**config.mk**
```make
export PLATFORM = sky130hd
export DESIGN_NAME = hcfs_ctrl
export DESIGN_NICKNAME = d
export VERILOG_FILES = /design/src/rtl/hcfs_pkg.sv /design/src/rtl/hcfs_resume_sync.sv /design/src/rtl/hcfs_regs.sv /design/src/rtl/hcfs_sof_timer.sv /design/src/rtl/hcfs_ctrl.sv
export SDC_FILE = /design/constraint.sdc
export NUM_CORES = 1
export LEC_CHECK = 0
export CAP_MARGIN = 20
export CORE_MARGIN = 5
export CORE_UTILIZATION = 50
export CTS_BUF_LIST = sky130_fd_sc_hd__clkbuf_8
export DETAILED_ROUTE_END_ITERATION = 8
export DONT_BUFFER_PORTS = 1
export RECOVER_POWER = 25
export SLEW_MARGIN = 20
export SYNTH_ARGS = -nofsm -noshare
export SYNTH_HDL_FRONTEND = slang
export SYNTH_HIERARCHICAL = 1
export SYNTH_SLANG_ARGS = --single-unit
```
**constraint.sdc**
```tcl
create_clock -name clk -period 2.1 [get_ports clk]
set_input_delay 0.105 -clock clk [delete_from_list [all_inputs] [get_ports clk]]
set_output_delay 0.105 -clock clk [all_outputs]
set_load 0.01 [all_outputs]
```
**src/rtl/hcfs_pkg.sv**
```systemverilog
package hcfs_pkg;
   typedef enum logic [1:0] {
      HS_RESET   = 2'd0,
      HS_RESUME  = 2'd1,
      HS_OPER    = 2'd2,
      HS_SUSPEND = 2'd3
   } hs_state_e;

   // field order is the readback bit order, most significant first
   typedef struct packed {
      logic       wake_en;
      logic       wake_conn;
      logic       route_smi;
      hs_state_e  st;
      logic       blk;
      logic       iso;
      logic       ctl;
      logic       per;
      logic [1:0] ratio;
   } hcfs_cfg_t;

   localparam int CFG_BITS = $bits(hcfs_cfg_t);
   localparam int REG_BITS = CFG_BITS + 1;
endpackage

```
**src/rtl/hcfs_resume_sync.sv**
```systemverilog
module hcfs_resume_sync #(
   parameter int STAGES = 2
) (
   input  logic clk,
   input  logic rst_n,
   input  logic d,
   output logic q
);
   generate
      if (STAGES == 0) begin : g_direct
         assign q = d;
      end else begin : g_sync
         logic [STAGES-1:0] sh;
         always_ff @(posedge clk or negedge rst_n) begin
            if (!rst_n) sh <= '0;
            else        sh <= (sh << 1) | STAGES'(d);
         end
         assign q = sh[STAGES-1];
      end
   endgenerate
endmodule

```
**src/rtl/hcfs_regs.sv**
```systemverilog
module hcfs_regs
   import hcfs_pkg::*;
(
   input  logic                clk,
   input  logic                rst_n,
   input  logic                sw_rst,
   input  logic                wr_en,
   input  logic [CFG_BITS-1:0] wr_bits,
   input  logic                resume_evt,
   input  logic                frame_edge,
   output hcfs_cfg_t           cfg,
   output logic                iso_act
);
   always_ff @(posedge clk or negedge rst_n) begin
      if (!rst_n) begin
         cfg     <= '0;
         iso_act <= 1'b0;
      end else begin
         if (sw_rst) begin
            cfg.ratio   <= '0;
            cfg.per     <= 1'b0;
            cfg.ctl     <= 1'b0;
            cfg.iso     <= 1'b0;
            cfg.blk     <= 1'b0;
            cfg.wake_en <= 1'b0;
            cfg.st      <= HS_SUSPEND;
         end else if (wr_en) begin
            cfg <= hcfs_cfg_t'(wr_bits);
         end else if (cfg.st == HS_SUSPEND && resume_evt) begin
            cfg.st <= HS_RESUME;
         end

         if (sw_rst)          iso_act <= 1'b0;
         else if (frame_edge) iso_act <= cfg.iso;
      end
   end
endmodule

```
**src/rtl/hcfs_sof_timer.sv**
```systemverilog
module hcfs_sof_timer #(
   parameter int CYC_PER_MS = 125000
) (
   input  logic clk,
   input  logic rst_n,
   input  logic in_oper,
   output logic sof_en,
   output logic sof_first
);
   localparam int CW = (CYC_PER_MS > 1) ? $clog2(CYC_PER_MS) : 1;
   localparam logic [CW-1:0] LAST = CW'(CYC_PER_MS - 1);

   logic [CW-1:0] cnt;

   assign sof_first = in_oper && !sof_en && (cnt == LAST);

   always_ff @(posedge clk or negedge rst_n) begin
      if (!rst_n) begin
         cnt    <= '0;
         sof_en <= 1'b0;
      end else if (!in_oper) begin
         cnt    <= '0;
         sof_en <= 1'b0;
      end else if (sof_first) begin
         sof_en <= 1'b1;
      end else if (!sof_en) begin
         cnt <= cnt + 1'b1;
      end
   end
endmodule

```
**src/rtl/hcfs_ctrl.sv**
```systemverilog
module hcfs_ctrl
   import hcfs_pkg::*;
#(
   parameter int DATA_W      = 32,
   parameter int CYC_PER_MS  = 125000,
   parameter int RESUME_SYNC = 2
) (
   input  logic              clk,
   input  logic              rst_n,
   input  logic              sw_rst,
   input  logic              wr_en,
   input  logic [DATA_W-1:0] wr_data,
   input  logic              port_resume_det,
   input  logic              resume_status,
   input  logic              irq_req,
   input  logic              frame_edge,
   output logic [DATA_W-1:0] rd_data,
   output logic [1:0]        func_state,
   output logic              sof_en,
   output logic              port_reset_req,
   output logic              remote_wake,
   output logic              irq_host,
   output logic              irq_smi,
   output logic [1:0]        svc_ratio,
   output logic              per_en,
   output logic              ctl_en,
   output logic              blk_en,
   output logic              iso_en
);
   generate
      if (DATA_W <= REG_BITS) begin : g_bad_width
         $error("DATA_W must exceed the control word width");
      end
      if (CYC_PER_MS < 1) begin : g_bad_ms
         $error("CYC_PER_MS must be at least 1");
      end
      if (RESUME_SYNC < 0) begin : g_bad_sync
         $error("RESUME_SYNC must not be negative");
      end
   endgenerate

   hcfs_cfg_t cfg;
   logic      iso_act;
   logic      resume_evt;
   logic      sof_first;
   logic      seen;
   logic      enter_oper;
   wire       unused_wr_hi = ^wr_data[DATA_W-1:CFG_BITS];

   hcfs_resume_sync #(.STAGES(RESUME_SYNC)) i_sync (
      .clk(clk), .rst_n(rst_n), .d(port_resume_det), .q(resume_evt)
   );

   hcfs_regs i_regs (
      .clk(clk), .rst_n(rst_n), .sw_rst(sw_rst), .wr_en(wr_en),
      .wr_bits(wr_data[CFG_BITS-1:0]), .resume_evt(resume_evt),
      .frame_edge(frame_edge), .cfg(cfg), .iso_act(iso_act)
   );

   hcfs_sof_timer #(.CYC_PER_MS(CYC_PER_MS)) i_timer (
      .clk(clk), .rst_n(rst_n), .in_oper(cfg.st == HS_OPER),
      .sof_en(sof_en), .sof_first(sof_first)
   );

   assign enter_oper = wr_en && !sw_rst &&
                       (hs_state_e'(wr_data[7:6]) == HS_OPER) && (cfg.st != HS_OPER);

   always_ff @(posedge clk or negedge rst_n) begin
      if (!rst_n)                     seen <= 1'b0;
      else if (sw_rst || enter_oper)  seen <= 1'b0;
      else if (sof_first)             seen <= 1'b1;
   end

   assign rd_data        = {{(DATA_W-REG_BITS){1'b0}}, seen, cfg};
   assign func_state     = cfg.st;
   assign port_reset_req = (cfg.st == HS_RESET);
   assign remote_wake    = cfg.wake_en & resume_status;
   assign irq_host       = irq_req & ~cfg.route_smi;
   assign irq_smi        = irq_req &  cfg.route_smi;
   assign svc_ratio      = cfg.ratio;
   assign per_en         = cfg.per;
   assign ctl_en         = cfg.ctl;
   assign blk_en         = cfg.blk;
   assign iso_en         = iso_act;
endmodule

```
==> results by group <==
Run status
  • Status: completed

Timing
  • Tmin final: 1.829 ns
  • Clock skew: 0.007054 ns
  • Pin slew with the least headroom to its limit: 1.414 ns
  • Final worst setup slack: 0.2710 ns
  • Max-slew violations: 0
  • Final setup viols: 0
  • Peak Freq: 546.8 MHz
  • RSZ-0062 raised after global routing: false
  • Slew headroom: 5.729%
  • Crit share post-route: 87.09%
  • Setup_tns: 0 ns
  • Hold Violations, Final: 0

Cells and area
  • Layout Cells excl Fill: 241
  • ANT cells: 0
  • Layout cells sized above 1: 10.88%
  • Nets: 233
  • Area Overhead vs Synth: 12.97%

Yosys
  • Mapped Area: 1833 sq um
  • Async S/R FF share, synth: 100.0%
  • Number of synthesized flops with an enable pin: 0
  • Cell with the most instances after synthesis: dfrtp_1
  • Sequential area share after synthesis: 45.05%
  • Top cell type's share of synthesized area: 45.05%
  • Mapped Cells: 175
  • Synth area leader: dfrtp_1
  • Post-synth top cells: dfrtp_1, buf_4, nor2_1, mux2i_1, nand2_1
  • Main flop type after synthesis: dfrtp_1
  • Top post-synthesis cells by area: dfrtp_1, buf_4, mux2i_1, nor2_1, xnor2_1
  • Syn avg cell area: 10.47 sq um
  • Seq cells post-synth: 33
  • Netlist cell types: 46
  • Ys Warns: 6

Floorplanning
  • Row count: 22
  • Die H: 70.55 microns
  • Core area: 3606 sq um
  • I/O pin cnt: 85
  • Die area: 4977 sq um
  • Die width: 70.55 microns
  • Initial Utilization: 50.83%

GRT
  • Gr ovfl total: 0
  • Antenna violations before repair: 0
  • Vias in the first global route: 1,282
  • First-pass GRT wire length: 5837 microns
  • Largest net degree at the start of global routing: 34
  • GRT Util Overall: 14.85%

Power
  • Maximum vdd drop: 549.2 uV
  • Power Dens Cells: 695.3 nW/um^2
  • Cell leakage power: 0.9421 nW

Detailed routing
  • Routed wire per std cell: 14.59 microns
  • Initial DRC Count: 31
  • DR pass1 iterations: 4
  • WL final: 3517 microns
  • Final antenna-violating net count: 0
  • Via count of the routed design: 1,250
  • Drt drc: 0
  • Via density: 5.187

Setup path
  • Crit path DAT: 2.00 ns
  • Critical Path Fanout Max: 4
  • Kind of critical path: flip-flop to flip-flop
  • R2r worst-path depth: 5
  • Critical Path Start Type: flip-flop
  • Crit path max-delay family: simple AND/OR/NAND/NOR gates
  • Critical path, cell by cell: ha_1 -> nand3b_4 -> or3_1 -> or2_1 -> a32o_1
  • Max incr delay on CP: 0.40 ns
  • Critical Path RT: 2.27 ns
  • CP Depth: 5
  • CP max stage cell: or3_1
  • Crit end category: flip-flop
  • Worst Path Buf+Inv: 0

Placement
  • Pre-CTS setup slack: 0.2926 ns
  • Number of I/O port buffers: 0
  • Placed cell count: 211
  • Post-DP HPWL: 2420 microns
  • GPL Wtd Cong: 0.8042

Clock network
  • Num CTS Buffers: 5
  • Clock transition at path regs: 0.07 ns
  • # resized after CTS: 0
  • Post-CTS setup buffers: 0
  • Worst-skew pair later-pin latency: 0.28 ns
  • Root buffer cell: clkbuf_8
  • Sink Count: 33
  • CTS tree: done
  • H-tree levels: 2
  • Max Buffers Root-to-Sink: 2

Hold path
  • Worst hold path stage count: 2
  • Min-delay worst type: primary input to flip-flop

Run
  • Number of max-cap violations: 0
-- path summary, 6_finish.rpt --
| kind | from | endpoint | slack [ns] |
|---|---|---|---|
| max in group asynchronous | rst_n | i_timer/cnt[14]$_DFFE_PN0P_ | 0.47 |
| min in group asynchronous | rst_n | i_timer/cnt[5]$_DFFE_PN0P_ | 0.79 |
| max | i_timer/cnt[0]$_DFFE_PN0P_ | i_timer/cnt[1]$_DFFE_PN0P_ | 0.27 |
| max reg2reg | i_timer/cnt[0]$_DFFE_PN0P_ | i_timer/cnt[1]$_DFFE_PN0P_ | 0.27 |
| min reg2reg | i_sync/g_sync.sh[0]$_DFF_PN0_ | i_sync/g_sync.sh[1]$_DFF_PN0_ | 0.36 |
| min | frame_edge | i_regs/iso_act$_DFFE_PN0P_ | 0.02 |
-- registers in the layout, summed over array words and instances, names as in the netlist --
register	flops
i_timer/cnt	17
i_regs/cfg	11
i_sync/g_sync.sh	2
i_regs/iso_act	1
i_timer/sof_en	1
seen	1
-- repair_timing --
| item | 4_1_cts | 5_1_grt |
|---|---|---|
| hold buffers | 22 | 0 |
| endpoints found under the hold margin | 47 | 0 |
| endpoints found under the setup margin | 0 | 0 |
-- layer usage --
metal | global-route usage (%) | vias to the layer above | routed length [microns]
li1 | - | 592 | -
met1 | 15.88 | 598 | 1386
met2 | 25.78 | 56 | 1817
met3 | 6.534 | 4 | 282
met4 | 5.846 | 0 | 31
met5 | 0 | - | 0
-- cell usage in the layout (no fill, tap or decap), types with 2 or more instances in the layout --
| cell type | synthesis | routed |
|---|---|---|
| nand3_1 | 4 | 4 |
| or3_1 | 2 | 2 |
| dlygate4sd3_1 | 0 | 21 |
| inv_1 | 3 | 3 |
| nor2_1 | 20 | 20 |
| nor2b_1 | 2 | 2 |
| nor3_1 | 5 | 5 |
| nor4_1 | 3 | 3 |
| nand4_1 | 5 | 5 |
| xor2_1 | 3 | 3 |
| o21ai_0 | 3 | 3 |
| mux2i_1 | 9 | 9 |
| nand2_1 | 8 | 8 |
| xnor2_1 | 6 | 6 |
| mux2_4 | 2 | 2 |
| dfrtp_1 | 33 | 33 |
| conb_1 | 1 | 20 |
| nor2b_4 | 2 | 2 |
| and2_1 | 3 | 3 |
| clkbuf_8 | 0 | 6 |
| a21oi_1 | 5 | 5 |
-- report_power, final --
part	leakage, nW	total (W)	internal, W	switching (W)
Sequential	0.439	0.000691	0.000657	0.0000345
Combinational	0.446	0.000130	0.0000644	0.0000652
Clock	0.0574	0.000619	0.000386	0.000233
Total	0.942	0.00144	0.00111	0.000333
-- kinds of logic (layout without fill, tap and decap cells) --
logic type / Yosys count / in the layout / share of synthesized area, %
XOR/XNOR: 9 / 9 / 4.301
buffers and inverters: 35 / 34 / 13.92
AO/OA/AOI/OAI: 19 / 19 / 7.167
multiplexers: 11 / 11 / 6.553
adder cells (fa/ha/maj): 1 / 1 / 0.6825
flip-flops: 33 / 33 / 45.05
AND/OR/NAND/NOR: 66 / 66 / 22.12
other: 1 / 20 / 0.2046
-- final cells by class --
| type | instances | area, sq um |
|---|---|---|
| clock inverter | 2 | 37.54 |
| inverter | 3 | 11.26 |
| timing repair buffer | 23 | 230.2 |
| fill | 304 | 1535 |
| clock buffer | 6 | 82.58 |
| sequential | 33 | 825.8 |
| tap | 48 | 60.06 |
| multi-input combinational | 126 | 823.3 |
-- through the flow --
step	cell area, sq um	hold slack (ns)	util, %	power (W)
after floorplan	1904	-0.1906	-	0.0008125
after global placement	1728	-0.1895	47.92	0.0007770
after detailed placement	1728	-0.1895	47.92	0.0007801
after CTS	2078	0.01269	57.63	0.001461
after global routing	2071	0.03662	57.43	0.001508
final	2071	0.01848	57.43	0.001440
Note: power is estimated with default switching activity, not from simulation.
